==> src/rtl/dram_sched_pkg.sv <==
`timescale 1ns/1ps
package dram_sched_pkg;
  typedef enum logic [1:0] {
    CMD_ACT = 2'd0,
    CMD_PRE = 2'd1,
    CMD_RD  = 2'd2,
    CMD_WR  = 2'd3
  } cmd_kind_e;

  // rank ladder, larger wins
  localparam logic [2:0] RANK_WR_MISS = 3'd0;
  localparam logic [2:0] RANK_WR_HIT  = 3'd1;
  localparam logic [2:0] RANK_RD_MISS = 3'd2;
  localparam logic [2:0] RANK_RD_HIT  = 3'd3;
  localparam logic [2:0] RANK_AGED    = 3'd4;
endpackage

==> src/rtl/sched_pool.sv <==
`timescale 1ns/1ps
// Request slots with per-slot age
module sched_pool #(
  parameter int DEPTH  = 8,
  parameter int BANK_W = 3,
  parameter int ROW_W  = 14,
  parameter int COL_W  = 10,
  parameter int AGE_W  = 8,
  localparam int TAG_W = $clog2(DEPTH)
) (
  input  logic              clk,
  input  logic              rst_n,
  input  logic              alloc_en,
  input  logic              alloc_write,
  input  logic [BANK_W-1:0] alloc_bank,
  input  logic [ROW_W-1:0]  alloc_row,
  input  logic [COL_W-1:0]  alloc_col,
  input  logic              retire_en,
  input  logic [TAG_W-1:0]  retire_idx,
  output logic              has_free,
  output logic [DEPTH-1:0]  ent_v,
  output logic [DEPTH-1:0]  ent_w,
  output logic [BANK_W-1:0] ent_bank [DEPTH],
  output logic [ROW_W-1:0]  ent_row  [DEPTH],
  output logic [COL_W-1:0]  ent_col  [DEPTH],
  output logic [AGE_W-1:0]  ent_age  [DEPTH]
);
  logic [TAG_W-1:0] free_idx;

  assign has_free = ~&ent_v;

  always_comb begin
    free_idx = '0;
    for (int i = DEPTH - 1; i >= 0; i--) begin
      if (!ent_v[i]) free_idx = TAG_W'(i);
    end
  end

  always_ff @(posedge clk) begin
    if (!rst_n) begin
      ent_v <= '0;
      ent_w <= '0;
      for (int i = 0; i < DEPTH; i++) begin
        ent_bank[i] <= '0;
        ent_row[i]  <= '0;
        ent_col[i]  <= '0;
        ent_age[i]  <= '0;
      end
    end else begin
      for (int i = 0; i < DEPTH; i++) begin
        if (retire_en && retire_idx == TAG_W'(i)) begin
          ent_v[i] <= 1'b0;
        end else if (alloc_en && free_idx == TAG_W'(i)) begin
          ent_v[i]    <= 1'b1;
          ent_w[i]    <= alloc_write;
          ent_bank[i] <= alloc_bank;
          ent_row[i]  <= alloc_row;
          ent_col[i]  <= alloc_col;
          ent_age[i]  <= '0;
        end else if (ent_v[i] && ent_age[i] != '1) begin
          ent_age[i] <= ent_age[i] + 1'b1;
        end
      end
    end
  end
endmodule

==> src/rtl/sched_banks.sv <==
`timescale 1ns/1ps
// Per-bank open row and busy counter
module sched_banks
  import dram_sched_pkg::*;
#(
  parameter int BANK_W = 3,
  parameter int ROW_W  = 14,
  parameter int BUSY_W = 4,
  localparam int BANKS = 1 << BANK_W
) (
  input  logic              clk,
  input  logic              rst_n,
  input  logic [BUSY_W-1:0] cfg_busy,
  input  logic              upd_en,
  input  logic [BANK_W-1:0] upd_bank,
  input  logic [1:0]        upd_kind,
  input  logic [ROW_W-1:0]  upd_row,
  output logic [BANKS-1:0]  bank_open,
  output logic [ROW_W-1:0]  bank_row [BANKS],
  output logic [BANKS-1:0]  bank_idle
);
  logic [BUSY_W-1:0] busy_cnt [BANKS];

  for (genvar b = 0; b < BANKS; b++) begin : g_bank
    assign bank_idle[b] = (busy_cnt[b] == '0);

    always_ff @(posedge clk) begin
      if (!rst_n) begin
        bank_open[b] <= 1'b0;
        bank_row[b]  <= '0;
        busy_cnt[b]  <= '0;
      end else if (upd_en && upd_bank == BANK_W'(b)) begin
        busy_cnt[b] <= cfg_busy;
        if (upd_kind == CMD_ACT) begin
          bank_open[b] <= 1'b1;
          bank_row[b]  <= upd_row;
        end else if (upd_kind == CMD_PRE) begin
          bank_open[b] <= 1'b0;
        end
      end else if (busy_cnt[b] != '0) begin
        busy_cnt[b] <= busy_cnt[b] - 1'b1;
      end
    end
  end
endmodule

==> src/rtl/sched_picker.sv <==
`timescale 1ns/1ps
// Parallel ranking of all slots
module sched_picker
  import dram_sched_pkg::*;
#(
  parameter int DEPTH  = 8,
  parameter int BANK_W = 3,
  parameter int ROW_W  = 14,
  parameter int AGE_W  = 8,
  localparam int TAG_W = $clog2(DEPTH),
  localparam int BANKS = 1 << BANK_W,
  localparam int SCORE_W = 3 + AGE_W
) (
  input  logic [DEPTH-1:0]  ent_v,
  input  logic [DEPTH-1:0]  ent_w,
  input  logic [BANK_W-1:0] ent_bank [DEPTH],
  input  logic [ROW_W-1:0]  ent_row  [DEPTH],
  input  logic [AGE_W-1:0]  ent_age  [DEPTH],
  input  logic [BANKS-1:0]  bank_open,
  input  logic [ROW_W-1:0]  bank_row [BANKS],
  input  logic [BANKS-1:0]  bank_idle,
  input  logic [AGE_W-1:0]  age_limit,
  output logic [1:0]        ent_kind [DEPTH],
  output logic              pick_v,
  output logic [TAG_W-1:0]  pick_idx
);
  logic [DEPTH-1:0] elig;
  logic [DEPTH-1:0] hit;
  logic [DEPTH-1:0] opn;
  logic [2:0]       rank [DEPTH];

  for (genvar i = 0; i < DEPTH; i++) begin : g_ent
    assign opn[i]  = bank_open[ent_bank[i]];
    assign hit[i]  = opn[i] && (bank_row[ent_bank[i]] == ent_row[i]);
    assign elig[i] = ent_v[i] && bank_idle[ent_bank[i]];
    assign ent_kind[i] = !opn[i] ? CMD_ACT :
                         !hit[i] ? CMD_PRE :
                         ent_w[i] ? CMD_WR : CMD_RD;
    assign rank[i] = (ent_age[i] > age_limit) ? RANK_AGED :
                     !ent_w[i] ? (hit[i] ? RANK_RD_HIT : RANK_RD_MISS) :
                                 (hit[i] ? RANK_WR_HIT : RANK_WR_MISS);
  end

  logic [SCORE_W-1:0] best_s;

  always_comb begin
    pick_v   = 1'b0;
    pick_idx = '0;
    best_s   = '0;
    for (int i = 0; i < DEPTH; i++) begin
      if (elig[i] && (!pick_v || {rank[i], ent_age[i]} > best_s)) begin
        pick_v   = 1'b1;
        pick_idx = TAG_W'(i);
        best_s   = {rank[i], ent_age[i]};
      end
    end
  end
endmodule

==> src/rtl/dram_sched.sv <==
`timescale 1ns/1ps
// Top: pool, bank state, picker and command hold register
module dram_sched
  import dram_sched_pkg::*;
#(
  parameter int DEPTH  = 8,
  parameter int BANK_W = 3,
  parameter int ROW_W  = 14,
  parameter int COL_W  = 10,
  parameter int AGE_W  = 8,
  parameter int BUSY_W = 4,
  localparam int TAG_W = $clog2(DEPTH),
  localparam int BANKS = 1 << BANK_W
) (
  input  logic              clk,
  input  logic              rst_n,
  input  logic [BUSY_W-1:0] cfg_busy,
  input  logic [AGE_W-1:0]  cfg_age_limit,
  input  logic              req_valid,
  output logic              req_ready,
  input  logic              req_write,
  input  logic [BANK_W-1:0] req_bank,
  input  logic [ROW_W-1:0]  req_row,
  input  logic [COL_W-1:0]  req_col,
  output logic              cmd_valid,
  input  logic              cmd_ready,
  output logic [1:0]        cmd_kind,
  output logic [BANK_W-1:0] cmd_bank,
  output logic [ROW_W-1:0]  cmd_row,
  output logic [COL_W-1:0]  cmd_col,
  output logic [TAG_W-1:0]  cmd_tag
);
  logic [DEPTH-1:0]  ent_v, ent_w;
  logic [BANK_W-1:0] ent_bank [DEPTH];
  logic [ROW_W-1:0]  ent_row  [DEPTH];
  logic [COL_W-1:0]  ent_col  [DEPTH];
  logic [AGE_W-1:0]  ent_age  [DEPTH];
  logic [1:0]        ent_kind [DEPTH];
  logic [BANKS-1:0]  bank_open, bank_idle;
  logic [ROW_W-1:0]  bank_row [BANKS];
  logic              pick_v, hold_v, fire;
  logic [TAG_W-1:0]  pick_idx, hold_idx, sel_idx;

  assign sel_idx   = hold_v ? hold_idx : pick_idx;
  assign cmd_valid = hold_v | pick_v;
  assign cmd_tag   = sel_idx;
  assign cmd_kind  = ent_kind[sel_idx];
  assign cmd_bank  = ent_bank[sel_idx];
  assign cmd_row   = ent_row[sel_idx];
  assign cmd_col   = ent_col[sel_idx];
  assign fire      = cmd_valid & cmd_ready;

  sched_pool #(
    .DEPTH(DEPTH), .BANK_W(BANK_W), .ROW_W(ROW_W), .COL_W(COL_W), .AGE_W(AGE_W)
  ) u_pool (
    .clk        (clk),
    .rst_n      (rst_n),
    .alloc_en   (req_valid & req_ready),
    .alloc_write(req_write),
    .alloc_bank (req_bank),
    .alloc_row  (req_row),
    .alloc_col  (req_col),
    .retire_en  (fire & cmd_kind[1]),
    .retire_idx (sel_idx),
    .has_free   (req_ready),
    .ent_v      (ent_v),
    .ent_w      (ent_w),
    .ent_bank   (ent_bank),
    .ent_row    (ent_row),
    .ent_col    (ent_col),
    .ent_age    (ent_age)
  );

  sched_banks #(
    .BANK_W(BANK_W), .ROW_W(ROW_W), .BUSY_W(BUSY_W)
  ) u_banks (
    .clk      (clk),
    .rst_n    (rst_n),
    .cfg_busy (cfg_busy),
    .upd_en   (fire),
    .upd_bank (cmd_bank),
    .upd_kind (cmd_kind),
    .upd_row  (cmd_row),
    .bank_open(bank_open),
    .bank_row (bank_row),
    .bank_idle(bank_idle)
  );

  sched_picker #(
    .DEPTH(DEPTH), .BANK_W(BANK_W), .ROW_W(ROW_W), .AGE_W(AGE_W)
  ) u_picker (
    .ent_v    (ent_v),
    .ent_w    (ent_w),
    .ent_bank (ent_bank),
    .ent_row  (ent_row),
    .ent_age  (ent_age),
    .bank_open(bank_open),
    .bank_row (bank_row),
    .bank_idle(bank_idle),
    .age_limit(cfg_age_limit),
    .ent_kind (ent_kind),
    .pick_v   (pick_v),
    .pick_idx (pick_idx)
  );

  // an offer that was not taken is repeated
  always_ff @(posedge clk) begin
    if (!rst_n) begin
      hold_v   <= 1'b0;
      hold_idx <= '0;
    end else begin
      hold_v   <= cmd_valid & ~cmd_ready;
      hold_idx <= sel_idx;
    end
  end
endmodule

==> config.mk <==
export PLATFORM = sky130hd
export DESIGN_NAME = dram_sched
export DESIGN_NICKNAME = d
export VERILOG_FILES = /design/src/rtl/dram_sched_pkg.sv /design/src/rtl/sched_pool.sv /design/src/rtl/sched_banks.sv /design/src/rtl/sched_picker.sv /design/src/rtl/dram_sched.sv
export SDC_FILE = /design/constraint.sdc
export NUM_CORES = 2
export LEC_CHECK = 0
export ABC_CLOCK_PERIOD_IN_PS = 52400
export BUFFER_PORTS_ARGS = -buffer_cell sky130_fd_sc_hd__buf_4
export CAP_MARGIN = 20
export CORE_MARGIN = 3
export CORE_UTILIZATION = 30
export DETAILED_ROUTE_END_ITERATION = 8
export PLACE_DENSITY = 0.42
export RECOVER_POWER = 50
export SLEW_MARGIN = 20
export SYNTH_ARGS = -nofsm -noshare
export SYNTH_HDL_FRONTEND = slang
export SYNTH_HIERARCHICAL = 1
export SYNTH_SLANG_ARGS = --single-unit
export TNS_END_PERCENT = 5
==> constraint.sdc <==
create_clock -name clk -period 52.4 [get_ports clk]
set_clock_uncertainty 0.2 [all_clocks]
set_input_delay 5.24 -clock clk [delete_from_list [all_inputs] [get_ports clk]]
set_output_delay 5.24 -clock clk [all_outputs]
set_load 0.05 [all_outputs]
Word-level counts from Yosys, hierarchy flattened
Memories as Yosys holds them, arrays and structs flattened.
Cells that the tools add are included.
- memories kept: 1
- memory bits (writable): 32
- register bits after elaboration: 420
- memory list (name ; depth ; width ; rd ports ; clocked after Yosys merged registers in ; wr ports ; line ; text):
    u_banks.busy_cnt ; 8 ; 4 ; 8 ; 0 ; 8 ; sched_banks.sv:22 ; logic [BUSY_W-1:0] busy_cnt [BANKS];
- equality and inequality tests: 38
- reductions and logical operators: 140
- order comparisons: 32
- bitwise operators: 40
- add/subtract/negate cells: 16
- muxes and demuxes: 246
- operators with widths (kind ; count):
    $bmux 14 s3 ; 9
    $mux 14 ; 18
    $mux 8 ; 16
    $eq 14x14->1 ; 8
    $mux 1 ; 108
    $mux 3 ; 31
    $gt 11x11->1 ; 7
    $mux 11 ; 7
    $add 8x1->8 const B ; 8
    $gt 8x8->1 ; 8
    $mux 4 ; 16
    $ne 8x8->1 const B ; 8
    $reduce_and 2->1 ; 32
    $logic_and 1x1->1 ; 55
    $bmux 1 s3 ; 16
    $mux 2 ; 20
    $eq 3x3->1 const B ; 12
    $ge 4x4->1 const B ; 9
    $not 3->4 ; 9
    $logic_not 4->1 ; 8
    $lt 3x4->1 const B ; 8
    $reduce_bool 4->1 ; 8
    $sub 4x1->4 const B ; 8
    $bmux 10 s3 ; 1
    16 further kinds ; 82

Logic depth before layout (Yosys ltp)
- depth in word-level cells: 50
- gate-level depth with buffers: 91
- gate-level depth less buffers: 80

Hierarchy
Netlist, hierarchy kept.
- by module, submodules not included (module ; times used ; cells each ; area an instance (um^2)):
    sched_picker ; 1 ; 1357 ; 13684.4
    sched_pool ; 1 ; 1351 ; 11751.3
    sched_banks ; 1 ; 792 ; 7134.3
    dram_sched ; 1 ; 405 ; 2680.1

Least setup slack after synthesis
OpenSTA, ideal clock, no wires.
- path type: input to output
- start point: input cfg_age_limit[5]
- end point: output cmd_kind[0]
- data required time: 46960 ps
- buffers on the path: 8
- arrival: 21356 ps
- setup slack: 25604 ps
- cell stages on the path: 79
- path through: inv_1 -> ha_1 -> a21o_1 -> a21o_1 -> a21oi_1 -> nor2_1 -> or3b_2 -> or3_1 -> ha_1 -> nand4_1 -> nor2_1 -> a21o_1 -> a211oi_1 -> clkbuf_1 -> o22a_1 -> buf_2 -> mux2i_1 -> inv_1 -> (+43 left out) -> clkbuf_1 -> o22ai_1 -> ha_1 -> nor2b_1 -> o21a_1 -> o21a_1 -> o21a_1 -> o21a_1 -> o211ai_1 -> a211o_1 -> a21o_1 -> nand3_1 -> or2_0 -> clkbuf_1 -> nand2_1 -> buf_2 -> a21oi_1 -> a211oi_1
- longest elaborated chain between the ends: 36
- elaborated cells between the ends (all ways): 68
- those cells by class: order compare: 15; mux: 32; bitwise: 1; reduce/logical: 20
- RTL lines (what ; line ; text):
    start, declared ; dram_sched.sv:18 ; input logic [AGE_W-1:0] cfg_age_limit,
    $gt 8x8->1 ; sched_picker.sv:39 ; assign rank[i] = (ent_age[i] > age_limit) ? RANK_AGED :
    $mux 3 ; sched_picker.sv:39 ;
    $mux 11 ; sched_picker.sv:51 ; if (elig[i] && (!pick_v || {rank[i], ent_age[i]} > best_s)) begin
    $gt 11x11->1 ; sched_picker.sv:51 ;
    $logic_or 1x1->1 ; sched_picker.sv:51 ;
    $logic_and 1x1->1 ; sched_picker.sv:51 ;
    $mux 11 / $mux 1 (equally long branches) ; sched_picker.sv:51 ;
    $gt 11x11->1 / $logic_not 1->1 (equally long branches) ; sched_picker.sv:51 ;
    (+20 left out) ; n/a ;
    $logic_or 1x1->1 ; sched_picker.sv:51 ;
    $logic_and 1x1->1 ; sched_picker.sv:51 ;
    $mux 3 * ; sched_picker.sv:51 ;
    net pick_idx[1] ; dram_sched.sv:42 ; logic [TAG_W-1:0] pick_idx, hold_idx, sel_idx;
    $mux 3 * ; dram_sched.sv:44 ; assign sel_idx = hold_v ? hold_idx : pick_idx;
    $not 3->4 (not written as such) * ; dram_sched.sv:47 ; assign cmd_kind = ent_kind[sel_idx];
    $bmux 2 s3 * ; dram_sched.sv:47 ;
    $mux 2 (not written as such) * (2 in a row) ; dram_sched.sv:47 ;
    end, declared ; dram_sched.sv:27 ; output logic [1:0] cmd_kind,
The timed path passes the listed nets; every way through them passes the cells marked *. The select of a mux whose other input is x is not followed.

Worst setup path after layout
- start point: input cfg_age_limit[5]
- end point: output cmd_row[9]
- longest elaborated chain between the ends: 36
- elaborated cells between the ends (all ways): 68
- those cells by class: order compare: 15; mux: 32; bitwise: 1; reduce/logical: 20
- RTL lines (what ; line ; text):
    $gt 8x8->1 ; sched_picker.sv:39 ;
    $mux 3 ; sched_picker.sv:39 ;
    $mux 11 ; sched_picker.sv:51 ;
    $gt 11x11->1 ; sched_picker.sv:51 ;
    $logic_or 1x1->1 ; sched_picker.sv:51 ;
    $logic_and 1x1->1 ; sched_picker.sv:51 ;
    $mux 11 / $mux 1 (equally long branches) ; sched_picker.sv:51 ;
    $gt 11x11->1 / $logic_not 1->1 (equally long branches) ; sched_picker.sv:51 ;
    (+20 left out) ; n/a ;
    $logic_or 1x1->1 ; sched_picker.sv:51 ;
    $logic_and 1x1->1 ; sched_picker.sv:51 ;
    $mux 3 * ; sched_picker.sv:51 ;
    net pick_idx[0] ; dram_sched.sv:42 ;
    $mux 3 * ; dram_sched.sv:44 ;
    $not 3->4 (not written as such) * ; dram_sched.sv:49 ; assign cmd_row = ent_row[sel_idx];
    $bmux 14 s3 * ; dram_sched.sv:49 ;
    $mux 14 (not written as such) * (2 in a row) ; dram_sched.sv:49 ;
    end, declared ; dram_sched.sv:29 ; output logic [ROW_W-1:0] cmd_row,
Marks and branches as above.

==> tab_implementation.tex <==
\begin{tabular}{lr}
\hline
Metric & Value \\
\hline
\multicolumn{2}{l}{\textbf{Run status}} \\
Status & finished with violations \\
Violated checks & max-capacitance violations, max-slew violations \\
\multicolumn{2}{l}{\textbf{Synth}} \\
Net count of the mapped netlist & 4,106 \\
Top post-synthesis cells by area & sky130\_fd\_sc\_hd\_\_dfxtp\_1, sky130\_fd\_sc\_hd\_\_mux4\_2, sky130\_fd\_sc\_hd\_\_mux2i\_1 \\
Post-synthesis register bit count & 452 \\
Post-synth top flop & sky130\_fd\_sc\_hd\_\_dfxtp\_1 \\
Synth warn & 6 \\
Share of the synthesized area in the top cell type & 0.2385 \\
Share of async-settable or async-resettable flops after synthesis & 0 \\
Cell type with the highest aggregate area in the netlist & sky130\_fd\_sc\_hd\_\_dfxtp\_1 \\
Post-synth EDFFs & 32 \\
Synth top cells by count & sky130\_fd\_sc\_hd\_\_nand2\_1, sky130\_fd\_sc\_hd\_\_dfxtp\_1, sky130\_fd\_sc\_hd\_\_mux2i\_1 \\
Count of different cell masters after synthesis & 109 \\
Netlist Area Pre-Place & around 35,000 µm² \\
Top-count cell post-synth & sky130\_fd\_sc\_hd\_\_nand2\_1 \\
Post-Synthesis Mean Instance Area & between 9 and 10 µm² \\
Seq/Total Area, Yosys & 0.2658 \\
Instance count of the mapped netlist & between 3,000 and 4,000 \\
\multicolumn{2}{l}{\textbf{Setup path}} \\
Reg2Reg Depth & 78 \\
Sort of element at the start of the critical path & primary input \\
Reg-to-reg critical path endpoint & u\_banks/bank\_row[9] \\
Number of buffers and inverters on the critical path & 10 \\
Data arrival time of the critical path & 30,060 ps \\
Family with the most delay on the worst path & compound AO/OA/AOI/OAI gates \\
Maximum fanout count along the critical path & 56 \\
WP depth & 77 \\
Capture point of the critical path & cmd\_row[9] \\
Setup slack, reg-to-reg & 21,790 ps \\
Critical path data required time & roughly 47,000 ps \\
Startpoint of the lowest-slack register-to-register path & u\_pool/ent\_bank[22] \\
Kind of capture point of the worst setup path & primary output \\
Cell occurring most often along the worst timing path & sky130\_fd\_sc\_hd\_\_o21a\_1 \\
Cell at the slowest stage of the critical path & sky130\_fd\_sc\_hd\_\_clkbuf\_1 \\
WS Path Type & primary input to primary output \\
Stage delay of the slowest cell on the critical path & 2730 ps \\
Timing startpoint of the critical path & cfg\_age\_limit[5] \\
\multicolumn{2}{l}{\textbf{Clock tree}} \\
PostCTS Resize Cnt & 0 \\
Number of clock sinks & about 450 \\
CTS tree & built \\
Root buf cell & sky130\_fd\_sc\_hd\_\_clkbuf\_16 \\
H-tree Lvls & 2 \\
Clock network latency to the later pin of the worst-skew pair & between 600 and 700 ps \\
Inserted Clock Buffers & 58 \\
Hold buffers post-CTS & 0 \\
Clock slew seen by the registers of the worst setup and hold paths & 60 ps \\
Clk buf depth & 3 \\
Post-CTS Setup Repair Bufs & 0 \\
\multicolumn{2}{l}{\textbf{Routing}} \\
Final antenna-violating net count & 0 \\
Via total after detailed routing & around 32,000 \\
Avg WL per Cell & about 29 µm \\
Vias per cell & around 5.9 \\
DRT iter0 DRCs & 3,217 \\
Pre-antenna DRT Iters & 5 \\
Sum of routed wire length over all layers & 154,200 µm \\
DRC errors left & 0 \\
\multicolumn{2}{l}{\textbf{Floorplanning}} \\
Row cnt & 125 \\
Die span in y & 348.8 µm \\
Initial cell density of the core & 0.3029 \\
Die W & roughly 350 µm \\
Placeable Area & 116,400 µm² \\
Count of pins on the block boundary & between 70 and 80 \\
Die ar. & around 120,000 µm² \\
\multicolumn{2}{l}{\textbf{Global routing}} \\
Grt ovf & 0 \\
Number of antenna violations at the first check in global routing & 6 \\
Total global-route track usage & 0.2460 \\
Maximum number of pins on one net before global-route repair & 86 \\
Via count of the first global-routing pass & 30,520 \\
First-pass GRT wire length & 223,600 µm \\
\multicolumn{2}{l}{\textbf{Finish}} \\
Summed area of non-filler cells in the final layout & 38,820 µm² \\
Area growth from synthesis to layout & 10.14\% \\
Ratio of cells with drive above 1 in the final layout & 0.1508 \\
Final layout net count & approximately 4,000 \\
\multicolumn{2}{l}{\textbf{STA}} \\
Fmax & 28.17 MHz \\
Minimum setup slack in the final design & around 17,000 ps \\
Final number of hold-violating endpoints & 0 \\
Post-Route Setup TNS & 0 ps \\
Setup repair after global routing missed its margin & no \\
Worst slack on hold paths & 251.0 ps \\
Worst Tran Pin Value & 3840 ps \\
Final period utilization & 0.6775 \\
Clock period minus final worst setup slack & 35,500 ps \\
Final max-slew violation count & 480 \\
Final setup violation count & 0 \\
Relative max-transition margin & -1.560 \\
\multicolumn{2}{l}{\textbf{Placed design}} \\
GPL Wtd Cong & roughly 0.9 \\
Port bufs & 77 \\
Pre-CTS setup slack & 22,230 ps \\
Placed cell area & around 37,000 µm² \\
HPWL after detailed placement & $\sim$100,000 µm \\
\multicolumn{2}{l}{\textbf{Pwr}} \\
Static leakage & 13.10 nW \\
Worst vdd ir & 0.02590 mV \\
Total power density per cell area & 30.75 nW/µm² \\
\multicolumn{2}{l}{\textbf{Worst hold path}} \\
Worst hold path class & register to register \\
\multicolumn{2}{l}{\textbf{Job}} \\
Max\_cap viols & 14 \\
\hline
\end{tabular}
## final cells by class
class	count	area [µm²]
well taps	1524	1907
clock inverters	22	289.0
multi-input cells	3072	24130
inverters	78	299.0
clock buffers	83	1657
fillers	12063	77540
repair buffers	159	1141
flip-flops and latches	452	9387
diodes	4	10.01
## layer usage
| metal | vias up | share of wire | track usage |
|---|---|---|---|
| met5 | - | 0 | 0 |
| met4 | 0 | 0.035 | 0.08089 |
| met1 | 16142 | 0.46 | 0.3485 |
| met3 | 228 | 0.061 | 0.03479 |
| met2 | 1132 | 0.45 | 0.3840 |
| li1 | 14403 | - | - |
## worst reg2reg max path: cells and delay by family (launching register included)
family                     cells  cell delay [ps]
xor gates and xnor gates       1              120
AOI/OAI and AO/OA             41            10470
adders and majority gates      7             1900
muxes                          6             2280
and+or+nand+nor               14             5810
DFF                            1             1560
buffers and inverters          9             8210
## how the worst min path moves through the flow
stage               cells past startpoint                 end                from
finish                                  2  u_pool/ent_col[42]  u_pool/ent_col[42]
global route                            2  u_pool/ent_col[42]  u_pool/ent_col[42]
CTS                                     2  u_pool/ent_col[42]  u_pool/ent_col[42]
detailed placement                      2  u_pool/ent_col[42]  u_pool/ent_col[42]
global placement                        2  u_pool/ent_col[37]  u_pool/ent_col[37]
floorplan                               2  u_pool/ent_col[34]  u_pool/ent_col[34]
## flip-flops by register name, indices dropped and copies added, names as in the netlist
| register | count |
|---|---|
| hold_idx | 3 |
| u_pool/ent_row | 112 |
| u_banks/bank_row | 112 |
| u_banks/busy_cnt | 32 |
| u_pool/ent_w | 8 |
| u_pool/ent_age | 64 |
| u_pool/ent_col | 80 |
| hold_v | 1 |
| u_pool/ent_bank | 24 |
| u_banks/bank_open | 8 |
| u_pool/ent_v | 8 |
## power breakdown
| part | internal, W | switching, W |
|---|---|---|
| Clock | 0.000248 | 0.000178 |
| Combinational | 0.000127 | 0.000256 |
| Sequential | 0.000369 | 0.0000170 |
| Total | 0.000744 | 0.000450 |
## stage by stage
step	total power [W]	instances	util
CTS	0.001203	5390	0.3345
global route	0.001242	5393	0.3336
detailed placement	0.0007737	5285	0.3178
floorplan	0.0006336	3905	-
finish	0.001194	5394	0.3336
global placement	0.0007746	5285	0.3178
## layout by cell type (no fill, tap or decap), drive strengths merged, types with 107 or more instances in the layout
master / n
a21boi: 156
a21oi: 227
buf: 144
dfxtp: 420
ha: 157
mux2i: 274
mux4: 212
nand2: 543
nand3: 173
nor2: 180
o21ai: 214
xnor2: 107
## logic make-up (layout without fill, tap and decap cells)
| family | after synthesis | in the layout | synth area share |
|---|---|---|---|
| and+or+nand+nor | 1285 | 1285 | 0.1779 |
| adders and majority gates | 157 | 157 | 0.05573 |
| AOI/OAI and AO/OA | 942 | 942 | 0.1794 |
| muxes | 552 | 552 | 0.2351 |
| DFF | 452 | 452 | 0.2658 |
| buffers and inverters | 381 | 342 | 0.05225 |
| xor gates and xnor gates | 136 | 136 | 0.03379 |
| other | 0 | 4 | 0 |
(Power assumes the default switching activity.)
